--- src/rtl/pic8_pkg.sv ---
package pic8_pkg;
    localparam int NUM_LVL = 8;
    localparam int LVL_W   = $clog2(NUM_LVL);
    localparam int DW      = 8;

    // command-byte field positions
    localparam int INIT_BIT  = 4;
    localparam int SEL_BIT   = 3;
    localparam int SNGL_BIT  = 1;
    localparam int MODE_BIT  = 0;
    localparam int AEOI_BIT  = 1;
    localparam logic [2:0] EOI_SPEC = 3'b011;

    typedef enum logic [1:0] {SEQ_RUN, SEQ_BASE, SEQ_CASC, SEQ_MODE} seq_e;

    typedef struct packed {
        logic [DW-1:LVL_W] base_hi;
        logic [DW-1:0]     casc;
        logic              aeoi;
        logic              rd_isr;
    } cfg_t;

    typedef struct packed {
        logic             hit;
        logic [LVL_W-1:0] lvl;
    } pick_t;

    // lowest set index wins
    function automatic pick_t first_set(input logic [NUM_LVL-1:0] v);
        pick_t p;
        p = '0;
        for (int i = NUM_LVL - 1; i >= 0; i--) begin
            if (v[i]) begin
                p.hit = 1'b1;
                p.lvl = LVL_W'(i);
            end
        end
        return p;
    endfunction
endpackage

--- src/rtl/pic8_regif.sv ---
module pic8_regif
    import pic8_pkg::*;
(
    input  logic               clk,
    input  logic               rst,
    input  logic               wr_en,
    input  logic               addr,
    input  logic [DW-1:0]      wdata,
    output cfg_t               cfg,
    output logic [NUM_LVL-1:0] imr,
    output logic [NUM_LVL-1:0] eoi_clr,
    output logic               init_go
);
    seq_e st;
    logic need_casc;
    logic need_mode;
    logic cmd_wr;
    logic is_eoi;

    assign cmd_wr  = wr_en && !addr;
    assign init_go = cmd_wr && wdata[INIT_BIT];
    assign is_eoi  = cmd_wr && !wdata[INIT_BIT] && !wdata[SEL_BIT]
                     && (wdata[7:5] == EOI_SPEC);

    always_comb begin
        eoi_clr = '0;
        if (is_eoi)
            eoi_clr[wdata[LVL_W-1:0]] = 1'b1;
    end

    always_ff @(posedge clk) begin
        if (rst) begin
            st        <= SEQ_RUN;
            need_casc <= 1'b0;
            need_mode <= 1'b0;
            cfg       <= '0;
            imr       <= '1;
        end else if (wr_en) begin
            if (init_go) begin
                st         <= SEQ_BASE;
                need_casc  <= !wdata[SNGL_BIT];
                need_mode  <= wdata[MODE_BIT];
                imr        <= '0;
                cfg.rd_isr <= 1'b0;
                if (!wdata[MODE_BIT])
                    cfg.aeoi <= 1'b0;
                if (wdata[SNGL_BIT])
                    cfg.casc <= '0;
            end else if (!addr) begin
                if (wdata[SEL_BIT] && wdata[1])
                    cfg.rd_isr <= wdata[0];
            end else begin
                case (st)
                    SEQ_BASE: begin
                        cfg.base_hi <= wdata[DW-1:LVL_W];
                        st <= need_casc ? SEQ_CASC : (need_mode ? SEQ_MODE : SEQ_RUN);
                    end
                    SEQ_CASC: begin
                        cfg.casc <= wdata;
                        st <= need_mode ? SEQ_MODE : SEQ_RUN;
                    end
                    SEQ_MODE: begin
                        cfg.aeoi <= wdata[AEOI_BIT];
                        st <= SEQ_RUN;
                    end
                    default: imr <= wdata;
                endcase
            end
        end
    end
endmodule

--- src/rtl/pic8_prio.sv ---
module pic8_prio
    import pic8_pkg::*;
(
    input  logic [NUM_LVL-1:0] irr,
    input  logic [NUM_LVL-1:0] imr,
    input  logic [NUM_LVL-1:0] isr,
    output pick_t              grant
);
    pick_t req_p;
    pick_t svc_p;

    always_comb begin
        req_p     = first_set(irr & ~imr);
        svc_p     = first_set(isr);
        grant.lvl = req_p.lvl;
        grant.hit = req_p.hit && (!svc_p.hit || (req_p.lvl < svc_p.lvl));
    end
endmodule

--- src/rtl/pic8_svc.sv ---
module pic8_svc
    import pic8_pkg::*;
(
    input  logic               clk,
    input  logic               rst,
    input  logic [NUM_LVL-1:0] irq_in,
    input  logic               ack,
    input  pick_t              grant,
    input  cfg_t               cfg,
    input  logic [NUM_LVL-1:0] eoi_clr,
    input  logic               init_go,
    output logic [NUM_LVL-1:0] irr,
    output logic [NUM_LVL-1:0] isr,
    output logic [DW-1:0]      vec_out,
    output logic               vec_valid
);
    logic [NUM_LVL-1:0] irq_q;
    logic [NUM_LVL-1:0] win_oh;
    logic [NUM_LVL-1:0] take;
    logic [NUM_LVL-1:0] rise;

    assign rise = irq_in & ~irq_q;

    always_comb begin
        win_oh = '0;
        win_oh[grant.lvl] = 1'b1;
        take = (ack && grant.hit) ? win_oh : '0;
    end

    always_ff @(posedge clk) begin
        if (rst) begin
            irq_q     <= '0;
            irr       <= '0;
            isr       <= '0;
            vec_out   <= '0;
            vec_valid <= 1'b0;
        end else begin
            irq_q     <= irq_in;
            irr       <= (irr | rise) & irq_in & ~take;
            vec_valid <= ack;
            if (ack)
                vec_out <= {cfg.base_hi, grant.hit ? grant.lvl : {LVL_W{1'b1}}};
            if (init_go)
                isr <= '0;
            else
                isr <= (isr & ~eoi_clr) | (cfg.aeoi ? '0 : take);
        end
    end
endmodule

--- src/rtl/pic8_ctrl.sv ---
module pic8_ctrl
    import pic8_pkg::*;
(
    input  logic        clk,
    input  logic        rst,
    input  logic        wr_en,
    input  logic        addr,
    input  logic [7:0]  wdata,
    output logic [7:0]  rdata,
    input  logic [7:0]  irq_in,
    input  logic        ack,
    output logic        int_out,
    output logic [7:0]  vec_out,
    output logic        vec_valid,
    output logic [7:0]  casc_cfg
);
    cfg_t               cfg_r;
    logic [NUM_LVL-1:0] imr_r;
    logic [NUM_LVL-1:0] irr_r;
    logic [NUM_LVL-1:0] isr_r;
    logic [NUM_LVL-1:0] eoi_clr;
    logic               init_go;
    pick_t              grant;

    pic8_regif u_regif (
        .clk(clk), .rst(rst), .wr_en(wr_en), .addr(addr), .wdata(wdata),
        .cfg(cfg_r), .imr(imr_r), .eoi_clr(eoi_clr), .init_go(init_go)
    );

    pic8_prio u_prio (
        .irr(irr_r), .imr(imr_r), .isr(isr_r), .grant(grant)
    );

    pic8_svc u_svc (
        .clk(clk), .rst(rst), .irq_in(irq_in), .ack(ack), .grant(grant),
        .cfg(cfg_r), .eoi_clr(eoi_clr), .init_go(init_go),
        .irr(irr_r), .isr(isr_r), .vec_out(vec_out), .vec_valid(vec_valid)
    );

    assign int_out  = grant.hit;
    assign casc_cfg = cfg_r.casc;
    assign rdata    = addr ? imr_r : (cfg_r.rd_isr ? isr_r : irr_r);
endmodule

--- config.mk ---
export PLATFORM = sky130hd
export DESIGN_NAME = pic8_ctrl
export DESIGN_NICKNAME = d
export VERILOG_FILES = /design/src/rtl/pic8_pkg.sv /design/src/rtl/pic8_regif.sv /design/src/rtl/pic8_prio.sv /design/src/rtl/pic8_svc.sv /design/src/rtl/pic8_ctrl.sv
export SDC_FILE = /design/constraint.sdc
export NUM_CORES = 1
export LEC_CHECK = 0
export BUFFER_PORTS_ARGS = -buffer_cell sky130_fd_sc_hd__clkbuf_2
export CAP_MARGIN = 20
export CORE_MARGIN = 4
export CORE_UTILIZATION = 40
export DETAILED_ROUTE_END_ITERATION = 10
export GPL_TIMING_DRIVEN = 0
export PLACE_DENSITY_LB_ADDON = 0.05
export REMOVE_ABC_BUFFERS = 1
export SLEW_MARGIN = 20
export SYNTH_ARGS = -nofsm -noshare
export SYNTH_HDL_FRONTEND = slang
export SYNTH_SLANG_ARGS = --single-unit
--- constraint.sdc ---
create_clock -name clk -period 6.1 [get_ports clk]
set_clock_uncertainty 0.15 [all_clocks]
set_input_delay 0.915 -clock clk [delete_from_list [all_inputs] [get_ports clk]]
set_output_delay 0.915 -clock clk [all_outputs]
set_load 0.05 [all_outputs]
======== Word-level counts from Yosys, hierarchy flattened ========
Cells that the tools add are included.
word-level totals
  register bits after elaboration ......... 60
  bits of input ports ..................... 21
  output and inout bits ................... 26
operators by class
  $lt $le $gt $ge ......................... 5
  equal/unequal tests ..................... 8
  multiplexer cells ....................... 42
  bitwise gates (word level) .............. 12
  reductions and logical operators ........ 30
operators with widths
  kind                                                                                 count
  8-bit 2-to-1 mux                                                                     10
  4-bit 2-to-1 mux                                                                     16
  8-bit AND                                                                            5
  8-bit NOT                                                                            4
  8-bit bitwise OR                                                                     2
  4-bit AND reduction                                                                  3
  1-bit logical AND                                                                    10
  10-bit 2-to-1 mux                                                                    1
  9-bit 2-to-1 mux                                                                     1
  3-bit AND reduction                                                                  3
  3-bit by 4-bit < comparator with 1-bit output, second input constant                 2
  2-bit 2-to-1 mux                                                                     4
  2-bit nonzero test                                                                   4
  1-bit demux with 3-bit select                                                        2
  3-bit by 1-bit greater-or-equal comparator with 1-bit output, second input constant  2
  1-bit 2-to-1 mux                                                                     6
  2-bit one-hot mux with 3 select lines                                                1
  1-bit logical NOT                                                                    5
  2-bit equality test, second input constant                                           2
  2-bit by 1-bit inequality test with 1-bit output, second input constant              2
  2-bit inequality test, second input constant                                         2
  4-bit nonzero test                                                                   1
  3-bit by 2-bit equality test with 1-bit output, second input constant                1
  3-bit < comparator                                                                   1
  7 further kinds                                                                      7

======== Longest topological paths before layout ========
Gate-level depths: netlist (run 1).
  word-level depth ........................ 17
  gate-level depth with buffers ........... 9
  depth with buffers taken out ............ 9

======== Cells and area by module ========
A second synthesis (run 1) with hierarchy kept.
second synthesis, totals
  cells, all modules ...................... 293
  area total of the unflattened synthesis .. 2829.0 um^2
modules (own cells, without submodules)
  module      times used  cells each  area each (um^2)
  pic8_regif  1           117         1178.6
  pic8_svc    1           105         1156.1
  pic8_prio   1           45          321.6
  pic8_ctrl   1           26          172.7

======== Least setup slack after synthesis (run 1) ========
OpenSTA, ideal clock, no wires.
  path kind ............................... in2out
  start ................................... in addr
  end ..................................... out rdata[5]
  arrival time ............................ 2.421 ns
  setup slack ............................. 2.614 ns
  stages on the path ...................... 3
  buffers on the path ..................... 2
  cells stage by stage .................... clkbuf_1 -> clkbuf_1 -> o21ai_0
on the way
  word-level cells in the longest chain between the ends .. 1
ends and longest elaborated chain
  item                RTL line         RTL
  start: declaration  pic8_ctrl.sv:7   input logic addr,
  8-bit 2-to-1 mux    pic8_ctrl.sv:42  assign rdata = addr ? imr_r : (cfg_r.rd_isr ? isr_r : irr_r);
  end: declaration    pic8_ctrl.sv:9   output logic [7:0] rdata,
Every way passes these cells.

======== Worst setup path in the final report (run 1) ========
  start ................................... reg u_regif.imr[4]
  end ..................................... out int_out
on the way
  word-level cells in the longest chain between the ends .. 10
ends and longest elaborated chain
  item                              RTL line          RTL
  start: declaration                pic8_regif.sv:10  output logic [NUM_LVL-1:0] imr,
  start signal: assignment          pic8_regif.sv:66  default: imr <= wdata;
  8-bit NOT *                       pic8_prio.sv:13   req_p = first_set(irr & ~imr);
  8-bit AND *                       pic8_prio.sv:13
  4-bit 2-to-1 mux * (5 in series)  pic8_pkg.sv:33    if (v[i]) begin
  3-bit < comparator                pic8_prio.sv:16   grant.hit = req_p.hit && (!svc_p.hit || (req_p.lvl < svc_p.lvl));
  1-bit logical OR                  pic8_prio.sv:16
  1-bit logical AND *               pic8_prio.sv:16
  end: declaration                  pic8_ctrl.sv:12   output logic int_out,
Mark *: on every way between the ends. The rest lies on a longest branch, timed or not.

==> flow_summary.ini, run 1 <==
[status]
status = completed

[placement]
routabilityCongestion = 0.792
place_inst = 453
detailed_place_hpwl_mm = 5.22
port_buffers = 46
placed_cell_area_sq_mm = 0.00312

[grt]
grt_pass1_wl_mm = 11.9
use_met3_pct = 5.87
antenna_found_initial = 0
grt_max_degree = 38
gr-total-overflow = 0
use_met1_pct = 22.7
grt.met2_usage_pct = 28.1
grt_usage_pct = 17.7
top_usage_layer = met2
grt_pass1_vias = 2390

[timing]
final-setup-viol-count = 0
fin_setup_tns_ns = 0
worst_pin_slew_ns = 0.824
layout_worst_path_cycle_share_pct = 62.0
finalCriticalPeriod_ns = 3.78
relSlewSlack_pct = 45.1
slew_viol_final = 0
max_freq_mhz = 264
grt_setup_unrepaired = false
hold_violations = 0

[die]
die-area_sq_mm = 0.00866
core_area_sq_mm = 0.00691
start_util_pct = 41.9
io_pins = 47
fp-row-count = 30
die_x_um = 93.1
die_y_um = 93.1

[logic_synthesis]
syn-cell-area_sq_mm = 0.00290
ys_ff_latch = 60
syn_inst = 335
yosysWarnings = 0
ys_seq_area_share_pct = 41.5
synth_edf_count = 0
async_flop_share_pct = 0
synth_cell_types = 52
ys.flop_type = dfxtp_1
synth_area_per_cell_sq_um = 8.64

[clocking]
cts_sinks = 60
cts_tree = built
hold_buffers = 0
clk_path_buf_depth = 2
cts_buffers = 9
h-tree-depth = 3
clk_pin_slew_worst_paths_ns = 0.07
insertion_delay_ns = 0.34
root_buffer = clkbuf_8
post_cts_buffers = 0
post_cts_resize_count = 0

[routing]
drc = 0
drt-initial-drc-count = 128
antenna_left = 0
dr.pass1.iters = 5
wirelength_mm = 7.07
avgViaCountPerCell = 5.20
vias = 2438
route.detailed.wl_per_inst_um = 15.1

[finish]
nets = 395
final_layout_size_suffix_gt1_share_pct = 19.6
final_cells = 469
final_area_sq_mm = 0.00332
fin_util_pct = 48.1
antenna_cells = 0
area_growth_syn_to_layout_pct = 14.7

[critical_path]
worstSetupPathType = register to output pin
worst_path_max_delay_cell = dfxtp_1
crit_required_ns = 5.03
start_kind = register
cp-end-kind = output pin
crit_chain = nand2b_1, and2_1, nand2_1, a21oi_1, ha_1, o21ai_0, a32oi_4, o21a_1, nor2_1, clkbuf_2
cp_max_fo = 7
crit_arrival_ns = 2.72
cp_slowest_stage_delay_ns = 0.39

[pwr]
pwr_density_cell_mw_per_mm2 = 278
cellLeakagePower_nw = 1.36
p_total_mw = 0.922
irDropWorstVdd_uv = 144

[min_path]
hp-class = register to register

[run]
cap_violations = 0
logic make-up after synthesis:
logic type | Yosys count | synth area share [%]
DFF | 60 | 41.5
adders and majority gates | 6 | 2.59
AOI/OAI and AO/OA | 83 | 19.7
buffers and inverters | 40 | 6.40
muxes | 22 | 7.61
and+or+nand+nor | 124 | 22.3
cell type report:
type                            instances  area [sq um]
Timing Repair Buffer                   46           230
Clock buffer                            9           124
Fill cell                             731          3580
Inverter                               16          60.1
Sequential cell                        60          1200
Multi-Input combinational cell        235          1510
Clock inverter                          7          77.6
Tap cell                               96           120
synthesized netlist by cell type, types with 2 or more instances:
| library cell | number | area share [%] |
|---|---|---|
| dfxtp_1 | 60 | 41 |
| nor2_1 | 38 | 4.9 |
| nand2_1 | 26 | 3.4 |
| mux2i_1 | 22 | 7.6 |
| o21ai_0 | 21 | 3.6 |
| a21oi_1 | 18 | 3.1 |
| inv_1 | 15 | 1.9 |
| nor2b_1 | 13 | 2.8 |
| nand3_1 | 10 | 1.7 |
| clkbuf_1 | 9 | 1.2 |
| nand2b_1 | 9 | 1.9 |
| buf_4 | 8 | 2.1 |
| a22oi_1 | 7 | 1.8 |
| nand4_1 | 7 | 1.5 |
| ha_1 | 6 | 2.6 |
| a211oi_1 | 4 | 1.0 |
| a31o_1 | 4 | 1.2 |
| a31oi_1 | 4 | 0.86 |
| a32o_1 | 4 | 1.4 |
| and2_1 | 4 | 0.86 |
| buf_2 | 4 | 0.69 |
| nor3_1 | 4 | 0.69 |
| o21ai_1 | 4 | 0.69 |
| buf_1 | 3 | 0.39 |
| nor3b_1 | 2 | 0.52 |
| o21a_1 | 2 | 0.52 |
| o31ai_1 | 2 | 0.52 |
final timing paths:
path                                       start                to  slack (ns)  cells past startpoint
worst max-delay path              u_regif.imr[4]           int_out        2.32                     10
worst min-delay path            u_svc.vec_out[2]  u_svc.vec_out[2]        0.34                      2
worst max register to register    u_regif.imr[4]      u_svc.irr[2]        3.38                      9
worst min register to register  u_svc.vec_out[2]  u_svc.vec_out[2]        0.34                      2
flip-flops by register name, summed over array words and instances, names as in the netlist, 2 cells and up:
signal / flops
u_svc.irq_q: 8
u_svc.vec_out: 8
u_svc.isr: 8
u_regif.imr: 8
u_regif.st: 2
u_regif.cfg: 15
u_svc.irr: 8
metal layers:
layer / vias up / share of wire [%]
met2: 44 / 48
met3: 4 / 3.8
met1: 1143 / 48
met4: 0 / 0.99
li1: 1247 / -
met5: - / 0
cell usage in the layout (no fill, tap or decap), types with 6 or more instances in the layout:
| master | n |
|---|---|
| a21oi_1 | 18 |
| a22oi_1 | 7 |
| clkbuf_2 | 46 |
| clkbuf_8 | 9 |
| dfxtp_1 | 60 |
| ha_1 | 6 |
| inv_1 | 15 |
| mux2i_1 | 22 |
| nand2_1 | 26 |
| nand2b_1 | 9 |
| nand3_1 | 10 |
| nand4_1 | 7 |
| nor2_1 | 38 |
| nor2b_1 | 13 |
| o21ai_0 | 21 |
through the flow:
stage	hold slack [ns]	worst slack, ns
after global placement	0.325	2.66
after floorplan	0.302	2.65
after CTS	0.345	2.27
final	0.338	2.32
after global routing	0.369	2.08
after detailed placement	0.334	2.66
critical path: cells and delay by family (launching register included):
kind	cells	cell delay [ns]
AO/OA/AOI/OAI	4	0.86
adder cells (fa/ha/maj)	1	0.28
buffers and inverters	1	0.28
flip-flops	1	0.39
AND/OR/NAND/NOR	4	0.55
where the power goes:
group | total, mW | internal, mW | switching (mW)
Sequential | 0.421 | 0.408 | 0.0127
Combinational | 0.145 | 0.0450 | 0.100
Clock | 0.356 | 0.189 | 0.167
Total | 0.922 | 0.643 | 0.279
(Power assumes the default switching activity.)
==> run 2: changes to the inputs <==
==> constraint.sdc (replaced) <==
create_clock -name clk -period 3.4 [get_ports clk]
set_clock_uncertainty 0.15 [all_clocks]
set_input_delay 0.51 -clock clk [delete_from_list [all_inputs] [get_ports clk]]
set_output_delay 0.51 -clock clk [all_outputs]
set_load 0.05 [all_outputs]
==> flow_summary.ini, run 2 (synthesized netlist as in run 1, its figures left out) <==
[critical_path]
crit_chain = nor4_4, o41ai_1, ha_1, a211oi_1, o21ai_1, o21a_1, nor2_1, clkbuf_4
critPathTopFamily = compound AO/OA/AOI/OAI gates
cp_max_fo = 6
cp-end-kind = output pin
worst_path_max_delay_cell = nor4_4
cp_slowest_stage_delay_ns = 0.40
crit_required_ns = 2.74
crit_arrival_ns = 2.55
critPathBufInv = 1
start_kind = register
cp-startpoint = u_svc.isr[3]
r2r-start = u_svc.isr[3]
worstSetupPathType = register to output pin

[finish]
regMostFlops = u_regif.cfg
final_layout_size_suffix_gt1_share_pct = 20.1
final_common_cell = dfxtp_1
nets = 396
final_cells = 470
area_growth_syn_to_layout_pct = 15.5
antenna_cells = 0
largest_register_ff_count = 15
final_cell_mix = dfxtp_1, clkbuf_2, nor2_1
n_fill_cell = 725

[clocking]
hold_buffers = 0
cts_tree = built
root_buffer = clkbuf_8
insertion_delay_ns = 0.35
cts_sinks = 60
h-tree-depth = 3
clk_path_buf_depth = 2
cts_buffers = 9
clk_pin_slew_worst_paths_ns = 0.07

[pwr]
pwr_density_cell_mw_per_mm2 = 497
intPower_mw = 1.16
cellLeakagePower_nw = 1.37
netSwitchingFraction_pct = 30.5
p_sw_mw = 0.507
irDropWorstVdd_uv = 260
pwr-share-comb_pct = 15.9
seqPwrFrac_pct = 45.4
clock_power_share_pct = 38.7

[placement]
detailed_place_hpwl_mm = 5.22
pre_cts_ws_ns = 0.362
routabilityCongestion = 0.792
port_buffers = 46
place_inst = 453

[routing]
avgViaCountPerCell = 5.22
vias = 2452
drt-initial-drc-count = 151
drc = 0
wirelength_mm = 7.08
antenna_left = 0
route.detailed.wl_per_inst_um = 15.1
dr.pass1.iters = 4

[grt]
grt_pass1_vias = 2390
gr-total-overflow = 0
grt_usage_pct = 17.7
grt_max_degree = 38
antenna_found_initial = 0
grt_pass1_wl_mm = 11.9

[timing]
fin_ws_ns = 0.187
slew_viol_final = 0
fin_setup_tns_ns = 0
max_freq_mhz = 311
relSlewSlack_pct = 45.2
final-setup-viol-count = 0
finalCriticalPeriod_ns = 3.21
grt_setup_unrepaired = false
hold_violations = 0
worst_pin_slew_ns = 0.822
fin_hold_ws_ns = 0.252
layout_worst_path_cycle_share_pct = 94.5

[die]
die-area_sq_mm = 0.00866
fp-row-count = 30
die_x_um = 93.1
die_y_um = 93.1
start_util_pct = 41.9
io_pins = 47
core_area_sq_mm = 0.00691

[min_path]
hp-class = input pin to register
holdCritStartpoint = irq_in[1]

[run]
cap_violations = 0

[status]
status = completed
-- run 2: changes by cell type in the layout (fill, tap and decap cells not counted), sizes merged --
cell,before,now
buf,0,1
-- run 2: routing by layer --
metal	wire length, um	up-vias	global-route usage, %	part of all wire (%)
li1	-	1250	-	-
met1	3320	1148	22.7	47
met2	3330	44	28.1	47
met3	310	10	5.87	4.4
met4	112	0	5.98	1.6
met5	0	-	0	0
-- run 2: final timing paths --
check                endpoint  slack (ns)  cells after the start
min reg2reg  u_svc.vec_out[2]        0.34                      2
max                   int_out        0.19                      8
max reg2reg      u_svc.irr[2]        0.83                      7
min            u_svc.irq_q[1]        0.25                      2
-- run 2: worst register-to-register path: cells and delay by family (launching register included) --
| family | cells | cell delay (ns) |
|---|---|---|
| AOI/OAI and AO/OA | 5 | 1.21 |
| adders and majority gates | 1 | 0.30 |
| DFF | 1 | 0.39 |
| and+or+nand+nor | 1 | 0.40 |
-- run 2: repair_timing --
action / in CTS / in global routing
pin swaps: 0 / 1
buffers inserted: 0 / 1
resized for setup: 1 / 3
setup endpoints to repair: 1 / 1
-- run 2: cell type report --
type,count,area [sq um],area share (%)
clock inverters,7,77.6,2.32
well taps,96,120,3.59
inverters,16,60.1,1.80
clock buffers,9,124,3.70
multi-input cells,235,1520,45.5
flip-flops and latches,60,1200,35.9
repair buffers,47,240,7.18
-- run 2: stage by stage --
stage	cell area, sq um	utilization [%]	power, mW
CTS	3320	48.1	1.68
global placement	3120	45.2	1.03
global route	3340	48.4	1.75
finish	3340	48.4	1.66
detailed placement	3120	45.2	1.03
floorplan	2770	-	0.945
-- run 2: power by group through the flow --
stage                     registers [mW]  clock network, mW  logic, mW
after floorplan                    0.781                  0      0.164
final                              0.755              0.643      0.265
after global routing               0.760              0.695      0.291
after detailed placement           0.771                  0      0.263
after CTS                          0.755              0.659      0.265
after global placement             0.770                  0      0.262
==> run 3: changes to the inputs <==
--- a/config.mk
+++ b/config.mk
@@ -6,13 +6,13 @@
 export NUM_CORES = 1
 export LEC_CHECK = 0
 export BUFFER_PORTS_ARGS = -buffer_cell sky130_fd_sc_hd__clkbuf_2
-export CAP_MARGIN = 20
 export CORE_MARGIN = 4
 export CORE_UTILIZATION = 40
 export DETAILED_ROUTE_END_ITERATION = 10
 export GPL_TIMING_DRIVEN = 0
 export PLACE_DENSITY_LB_ADDON = 0.05
 export REMOVE_ABC_BUFFERS = 1
+export SETUP_SLACK_MARGIN = 0.3
 export SLEW_MARGIN = 20
 export SYNTH_ARGS = -nofsm -noshare
 export SYNTH_HDL_FRONTEND = slang
==> flow_summary.ini, run 3 (synthesized netlist as in run 1, its figures left out) <==
[die]
die-area_sq_mm = 0.00866
start_util_pct = 41.9
die_x_um = 93.1
io_pins = 47
core_area_sq_mm = 0.00691
die_y_um = 93.1
fp-row-count = 30

[critical_path]
cp-end-kind = output pin
start_kind = register
crit_arrival_ns = 2.31
worst_path_max_delay_cell = dfxtp_2
cp_slowest_stage_delay_ns = 0.37
cp_max_fo = 6
critPathTopFamily = compound AO/OA/AOI/OAI gates
crit_chain = nor4_4, o41ai_1, ha_1, a211oi_2, o21ai_2, o21a_1, nor2_1, clkbuf_8
critPathBufInv = 1
crit_required_ns = 2.74
worstSetupPathType = register to output pin

[placement]
placed_cell_area_sq_mm = 0.00312
port_buffers = 46
routabilityCongestion = 0.792
detailed_place_hpwl_mm = 5.22

[finish]
n_fill_cell = 709
final_area_sq_mm = 0.00346
nets = 401
largest_register_ff_count = 15
regMostFlops = u_regif.cfg
antenna_cells = 0
area_growth_syn_to_layout_pct = 19.6
final_common_cell = dfxtp_1
final_layout_size_suffix_gt1_share_pct = 25.1
final_cell_mix = dfxtp_1, clkbuf_2, nor2_1

[grt]
antenna_found_initial = 0
grt_pass1_vias = 2416
grt_max_degree = 38
grt_pass1_wl_mm = 12.0
gr-total-overflow = 0
grt_usage_pct = 17.9

[timing]
max_freq_mhz = 337
fin_setup_tns_ns = 0
relSlewSlack_pct = 45.0
final-setup-viol-count = 0
slew_viol_final = 0
layout_worst_path_cycle_share_pct = 87.2
hold_violations = 0
grt_setup_unrepaired = false
worst_pin_slew_ns = 0.824
finalCriticalPeriod_ns = 2.97

[min_path]
hp-class = input pin to register

[run]
cap_violations = 0

[pwr]
cellLeakagePower_nw = 1.46
pwr_density_cell_mw_per_mm2 = 487
irDropWorstVdd_uv = 261

[status]
status = completed

[routing]
route.detailed.wl_per_inst_um = 15.2
dr.pass1.iters = 5
wirelength_mm = 7.22
drc = 0
antenna_left = 0
drt-initial-drc-count = 157
avgViaCountPerCell = 5.23
vias = 2486

[clocking]
cts_buffers = 9
root_buffer = clkbuf_8
clk_pin_slew_worst_paths_ns = 0.07
cts_sinks = 60
h-tree-depth = 3
cts_tree = built
hold_buffers = 0
insertion_delay_ns = 0.34
clk_path_buf_depth = 2
[run 3: worst paths after layout]
check	from	endpoint	slack (ns)	cells after the start
hold reg to reg	u_svc.vec_out[2]	u_svc.vec_out[2]	0.34	2
setup reg to reg	u_svc.isr[3]	u_svc.irr[2]	0.89	8
hold / removal	irq_in[1]	u_svc.irq_q[1]	0.26	2
setup / recovery	u_svc.isr[3]	int_out	0.43	8
[run 3: power by group]
part           switching (mW)  internal [mW]  leakage (nW)
logic                   0.186          0.101         0.877
clock network           0.299          0.340        0.0877
registers              0.0264          0.733         0.491
[run 3: layout make-up]
class                           instances  area, sq um  area share [%]
Sequential cell                        60         1210            34.9
Clock inverter                          7         77.6            2.24
Timing Repair Buffer                   52          284            8.20
Clock buffer                            9          124            3.58
Multi-Input combinational cell        235         1590            45.9
Inverter                               16         60.1            1.73
Tap cell                               96          120            3.47
[run 3: stage by stage]
stage,setup slack (ns),util (%),power [mW],instances,hold slack (ns)
6_report,0.435,50.1,1.69,475,0.260
5_1_grt,0.297,50.1,1.77,475,0.248
4_1_cts,0.311,49.2,1.70,472,0.241
3_5_place_dp,0.362,45.2,1.03,453,0.334
3_3_place_gp,0.370,45.2,1.03,453,0.325
2_1_floorplan,0.356,-,0.945,311,0.302
[run 3: timing repair]
action / CTS / global route
pin swaps: 3 / 2
gates resized for setup: 11 / 11
cloned: 0 / 0
setup buffers: 3 / 3
setup endpoints to repair: 1 / 1
[run 3: layer usage]
layer / track usage, % / routed length [um]
met2: 28.6 / 3490
met5: 0 / 0
met4: 5.86 / 70
met1: 22.9 / 3370
met3: 5.71 / 282
[run 3: worst register-to-register path: stages, from the launching register on]
cell	delay, ns
dfxtp_2	0.37
nor4_4	0.31
o41ai_1	0.12
ha_1	0.32
a211oi_2	0.26
o21ai_2	0.10
buf_4	0.16
a211oi_2	0.45
a21oi_1	0.14
